**config.mk**
```make
export PLATFORM = sky130hd
export DESIGN_NAME = tod_rate_clock
export DESIGN_NICKNAME = d
export VERILOG_FILES = /design/src/rtl/tod_pkg.sv /design/src/rtl/tod_cycle_count.sv /design/src/rtl/tod_serial_div.sv /design/src/rtl/tod_time_accum.sv /design/src/rtl/tod_rate_clock.sv
export SDC_FILE = /design/constraint.sdc
export NUM_CORES = 1
export LEC_CHECK = 0
export ABC_CLOCK_PERIOD_IN_PS = 13580
export BUFFER_PORTS_ARGS = -buffer_cell sky130_fd_sc_hd__buf_4
export CAP_MARGIN = 20
export CORE_MARGIN = 4
export CORE_UTILIZATION = 45
export CTS_CLUSTER_SIZE = 28
export DETAILED_ROUTE_END_ITERATION = 12
export GPL_TIMING_DRIVEN = 0
export HOLD_SLACK_MARGIN = 0.06
export SLEW_MARGIN = 10
export SYNTH_ARGS = -nofsm -noshare
export SYNTH_HDL_FRONTEND = slang
export SYNTH_SLANG_ARGS = --single-unit
```
**constraint.sdc**
```tcl
create_clock -name clk -period 13.58 [get_ports clk]
set_input_delay 2.716 -clock clk [delete_from_list [all_inputs] [get_ports clk]]
set_output_delay 2.716 -clock clk [all_outputs]
set_load 0.1 [all_outputs]
```
**src/rtl/tod_pkg.sv**
```systemverilog
package tod_pkg;
  typedef enum logic [1:0] {
    DIV_IDLE = 2'd0,
    DIV_RUN  = 2'd1,
    DIV_FIN  = 2'd2
  } div_state_e;
endpackage

```
**src/rtl/tod_cycle_count.sv**
```systemverilog
module tod_cycle_count #(
  parameter int CNT_W = 24
) (
  input  logic             clk,
  input  logic             rst,
  input  logic             restart,
  output logic [CNT_W-1:0] cnt
);
  localparam logic [CNT_W-1:0] CNT_MAX = '1;
  localparam logic [CNT_W-1:0] CNT_ONE = CNT_W'(1);

  always_ff @(posedge clk) begin
    if (rst)                 cnt <= '0;
    else if (restart)        cnt <= CNT_ONE;
    else if (cnt != CNT_MAX) cnt <= cnt + CNT_ONE;
  end
endmodule

```
**src/rtl/tod_serial_div.sv**
```systemverilog
module tod_serial_div
  import tod_pkg::*;
#(
  parameter int NUM_W = 40,
  parameter int DEN_W = 24
) (
  input  logic             clk,
  input  logic             rst,
  input  logic             start,
  input  logic [NUM_W-1:0] num,
  input  logic [DEN_W-1:0] den,
  output logic             busy,
  output logic             fin,
  output logic [NUM_W-1:0] quo
);
  localparam int BC_W = (NUM_W > 2) ? $clog2(NUM_W) : 1;
  localparam logic [BC_W-1:0] BC_LAST = BC_W'(NUM_W - 1);

  div_state_e       state;
  logic [DEN_W-1:0] rem_q;
  logic [DEN_W-1:0] den_q;
  logic [NUM_W-1:0] quo_q;
  logic [BC_W-1:0]  bit_cnt;

  logic [DEN_W:0]   trial;
  logic [DEN_W:0]   trial_sub;
  logic             fits;

  // One restoring step: bring down the next dividend bit, try to subtract.
  always_comb begin
    trial     = {rem_q, quo_q[NUM_W-1]};
    trial_sub = trial - {1'b0, den_q};
    fits      = (trial >= {1'b0, den_q});
  end

  always_ff @(posedge clk) begin
    if (rst) begin
      state   <= DIV_IDLE;
      rem_q   <= '0;
      den_q   <= '0;
      quo_q   <= '0;
      bit_cnt <= '0;
    end else begin
      case (state)
        DIV_IDLE: begin
          if (start) begin
            rem_q   <= '0;
            den_q   <= den;
            quo_q   <= num;
            bit_cnt <= BC_LAST;
            state   <= DIV_RUN;
          end
        end
        DIV_RUN: begin
          rem_q <= fits ? trial_sub[DEN_W-1:0] : trial[DEN_W-1:0];
          quo_q <= {quo_q[NUM_W-2:0], fits};
          if (bit_cnt == '0) state <= DIV_FIN;
          else               bit_cnt <= bit_cnt - 1'b1;
        end
        DIV_FIN: state <= DIV_IDLE;
        default: state <= DIV_IDLE;
      endcase
    end
  end

  assign busy = (state != DIV_IDLE);
  assign fin  = (state == DIV_FIN);
  assign quo  = quo_q;
endmodule

```
**src/rtl/tod_time_accum.sv**
```systemverilog
module tod_time_accum #(
  parameter int TIME_W = 64,
  parameter int STEP_W = 32
) (
  input  logic              clk,
  input  logic              rst,
  input  logic [STEP_W-1:0] step,
  output logic [TIME_W-1:0] tod
);
  always_ff @(posedge clk) begin
    if (rst) tod <= '0;
    else     tod <= tod + TIME_W'(step);
  end
endmodule

```
**src/rtl/tod_rate_clock.sv**
```systemverilog
module tod_rate_clock #(
  parameter int TIME_W = 64,
  parameter int STEP_W = 32,
  parameter int IVAL_W = 40,
  parameter int CNT_W  = 24
) (
  input  logic              clk,
  input  logic              rst,
  input  logic [STEP_W-1:0] init_step,
  input  logic              meas_stb,
  input  logic [IVAL_W-1:0] master_ival,
  input  logic [IVAL_W-1:0] slave_ival,
  output logic [TIME_W-1:0] tod,
  output logic              busy,
  output logic              done
);
  logic [CNT_W-1:0]  cnt_q;
  logic              accept;
  logic              div_start;
  logic              div_busy;
  logic              div_fin;
  logic [IVAL_W-1:0] div_quo;

  logic [IVAL_W:0]   err_raw;
  logic              err_neg;
  logic [IVAL_W-1:0] err_mag;
  logic              sign_q;
  logic [STEP_W-1:0] quo_ext;
  logic [STEP_W-1:0] corr;
  logic [STEP_W-1:0] step_q;
  logic              done_q;

  assign accept    = meas_stb && !div_busy;
  assign div_start = accept && (cnt_q != '0);

  // Signed error, split into sign and magnitude for the unsigned divider.
  always_comb begin
    err_raw = {1'b0, master_ival} - {1'b0, slave_ival};
    err_neg = err_raw[IVAL_W];
    err_mag = err_neg ? (~err_raw[IVAL_W-1:0] + 1'b1) : err_raw[IVAL_W-1:0];
  end

  tod_cycle_count #(.CNT_W(CNT_W)) i_cnt (
    .clk     (clk),
    .rst     (rst),
    .restart (accept),
    .cnt     (cnt_q)
  );

  tod_serial_div #(.NUM_W(IVAL_W), .DEN_W(CNT_W)) i_div (
    .clk   (clk),
    .rst   (rst),
    .start (div_start),
    .num   (err_mag),
    .den   (cnt_q),
    .busy  (div_busy),
    .fin   (div_fin),
    .quo   (div_quo)
  );

  always_comb begin
    quo_ext = STEP_W'(div_quo);
    corr    = sign_q ? (~quo_ext + 1'b1) : quo_ext;
  end

  always_ff @(posedge clk) begin
    if (rst) begin
      sign_q <= 1'b0;
      step_q <= init_step;
      done_q <= 1'b0;
    end else begin
      if (div_start) sign_q <= err_neg;
      if (div_fin)   step_q <= step_q + corr;
      done_q <= div_fin;
    end
  end

  tod_time_accum #(.TIME_W(TIME_W), .STEP_W(STEP_W)) i_acc (
    .clk  (clk),
    .rst  (rst),
    .step (step_q),
    .tod  (tod)
  );

  assign busy = div_busy;
  assign done = done_q;
endmodule

```
==> results by group <==
STA
  – Tcrit/Tclk final: 0.465
  – Max-slew violations: 0
  – RSZ-0062 raised after global routing: no
  – Hold slack final: 0.454 ns
  – Final hold vios: 0
  – Normalized max-slew margin: 0.380
  – Worst slew pin tran: 0.918 ns
  – Final TNS setup: 0 ns
  – Fmax: 158 MHz
  – Tmin final: 6.32 ns
  – Layout Skew: 0.0277 ns
  – Final setup fails: 0

Power and ir drop
  – Pleak: 0.00845 µW
  – Int Power: 2210 µW
  – Peak VDD IR: 299 µV
  – Switching Fraction: 0.468
  – Power share of the clock group: 0.188
  – Total power: 4160 µW
  – Sequential share of power: 0.213
  – PwrDens: 210 nW/µm²
  – Net switching power: 1950 µW
  – Comb pwr share: 0.599

Routing
  – DRT Pass-1 Iters: 5
  – DRT Wirelength: 48,100 µm
  – Antenna-violating nets left: 0
  – # DRC: 0
  – DR WL/cell: 16.7 µm
  – Routed vias: 16,100
  – 1st-iter DRT viols: 1,052
  – Routed vias/inst: 5.61

Logic synthesis
  – Top_reg_cell synth: dfxtp_1
  – Area share of the largest cell type after synthesis: 0.221
  – Synth cell types: 86
  – Syn avg cell area: 7.77 µm²
  – EDFF count, synth: 32
  – Total number of yosys warnings: 0
  – Synthesis-stage register bit count: 218
  – Async SR Flop Fraction: 0
  – Post-Syn Instances: 2,172
  – Dominant cell type by area after synthesis: dfxtp_1
  – Synth top cells by count: nand2_1 (254), a21oi_1 (211), dfxtp_1 (186)
  – Most frequent cell after synthesis: nand2_1
  – Synth top area cells: dfxtp_1 (22%), ha_1 (9.9%), a21oi_1 (6.3%)
  – Seq/Total Area, Yosys: 0.278
  – Synthesized area: 16,900 µm²
  – Synthesized Nets: 2,424

Place
  – Final Wtd Congestion: 0.892
  – Inst Count DP: 2,821
  – Dpl hpwl: 38,000 µm
  – IO buf count: 180

Worst setup path
  – Register-to-register setup slack: 8.54 ns
  – Reg2Reg Launch Point: i_div.quo[6]
  – Critical-path maximum fanout: 9
  – Crit path kind: in2reg
  – Setup crit end kind: flop
  – CP Launch Type: input pin
  – Required time of the critical path: 14.00 ns
  – Critical Path Source: master_ival[20]
  – Reg2Reg Depth: 18
  – CP arrival: 6.74 ns

Flow run
  – Max-cap violations: 0

Global routing
  – Largest net degree at the start of global routing: 33
  – GRT Total Usage: 0.226
  – Overflow after GRT: 0
  – First-pass GRT wire length: 78,100 µm
  – Vias in the first global route: 15,500
  – Antenna violations before repair: 0

Floorplan
  – Core area: 36,800 µm²
  – Die W: 202 µm
  – Row count: 70
  – I/O pin count: 181
  – Initial Utilization: 0.459
  – Die ar.: 40,600 µm²
  – Die extent in y: 202 µm

Clocking
  – Hold buffers post-CTS: 0
  – Post-CTS Resized: 0
  – CTS sink cnt: 218
  – Clock Latency Late Sink: 0.57 ns
  – Postcts setup bufs: 0
  – CTS tree: done
  – H-tree depth: 1
  – TritonCTS Buffers: 27
  – Clock root buffer: clkbuf_16
  – Clock transition at the registers of the reported paths: 0.06 ns
  – Bufs on Longest Clock Path: 3

Finish
  – Nets: 2,634
  – Synth-to-layout area growth: 17.3%
  – Layout cells sized above 1: 0.117
  – Antenna diode instance count: 0
  – Non-filler instance count after layout: 2,870
  – Post-layout util: 0.538

Run status
  – Run status: finished clean

Hold path
  – Hold path depth: 2
  – Hold/Removal Path Class: reg2reg
  – Worst Hold Launch: i_div.den_q[16]
-- final timing paths --
path / endpoint
min: i_div.den_q[16]
max: i_div.quo[38]
max reg2reg: step_q[30]
min reg2reg: i_div.den_q[16]
-- layout make-up --
cell class              count  area (µm²)
fillers                  3561       17000
multi-input cells        1747       11400
flip-flops and latches    218        4680
repair buffers            181        1360
clock buffers              34         774
well taps                 468         586
inverters                 116         435
plain buffers              91         355
clock inverters            15         203
-- metrics by stage --
| stage | setup WS, ns | instance area [µm²] |
|---|---|---|
| 3_3_place_gp | 6.81 | 18800 |
| 5_1_grt | 6.98 | 19800 |
| 6_report | 7.26 | 19800 |
| 4_1_cts | 7.36 | 19800 |
| 2_1_floorplan | 7.36 | 16900 |
| 3_5_place_dp | 6.79 | 18800 |
-- cell usage in the layout, fill, tap and decap left out, types with 10 or more instances in the layout --
cell,n
clkbuf_1,75
nor2b_1,34
dfxtp_1,186
a21o_1,71
inv_1,115
o21bai_1,10
buf_4,181
clkbuf_16,29
or3_1,22
edfxtp_1,32
a211oi_1,20
o211ai_1,10
and3_1,30
nand2b_1,18
nor4_1,16
or2_2,10
nor2_1,167
o21ai_0,131
and2_1,16
o21ai_1,13
nand2_1,253
nand4_1,27
a21oi_1,211
xnor2_1,106
nor3_1,55
mux2_2,12
o21a_1,27
nand3_1,48
mux2i_1,18
xor2_1,74
ha_1,133
a31oi_1,14
o31ai_1,18
or4_1,11
nor3b_1,10
a22oi_1,40
-- per-layer routing --
layer / global-route usage / wire length, µm / share of wire / up-vias
met5: 0 / 0 / 0 / -
met4: 0.0537 / 988 / 0.021 / 0
met3: 0.0271 / 2560 / 0.053 / 62
met2: 0.366 / 21100 / 0.44 / 430
met1: 0.322 / 23400 / 0.49 / 7374
li1: - / - / - / 8233
-- power by group through the flow --
stage	Clock, µW	Sequential (µW)	Combinational [µW]
floorplan	0	1160	1670
global placement	0	892	2440
detailed placement	0	895	2470
CTS	797	882	2480
global route	822	898	2760
finish	782	884	2490
-- registers in the layout, indices dropped and copies added (netlist names) --
signal,cells
i_div.state,2
i_div.quo,40
done,1
i_div.den_q,24
step_q,32
i_div.rem_q,24
i_cnt.cnt,24
i_acc.tod,64
i_div.bit_cnt,6
sign_q,1
-- critical path, stage by stage --
cell and delay (ns):
buf_4 0.11, ha_1 0.27, clkbuf_1 0.31, nand4_1 0.24, nor3_1 0.53, nand3_1 0.13, a211oi_1 0.41, or4b_4 0.23
nand3_1 0.09, a2111o_1 0.44, nor4b_4 0.40, inv_2 0.07, o41ai_2 0.42, xor2_1 0.27, o31ai_1 0.09
-- cell families after synthesis --
logic type      share of synthesized area
fa+ha+maj                           0.103
mux                                0.0187
compound gates                      0.243
simple gates                        0.217
flops                               0.278
xor+xnor                           0.0935
buf+inv                            0.0469
(Power assumes the default switching activity.)
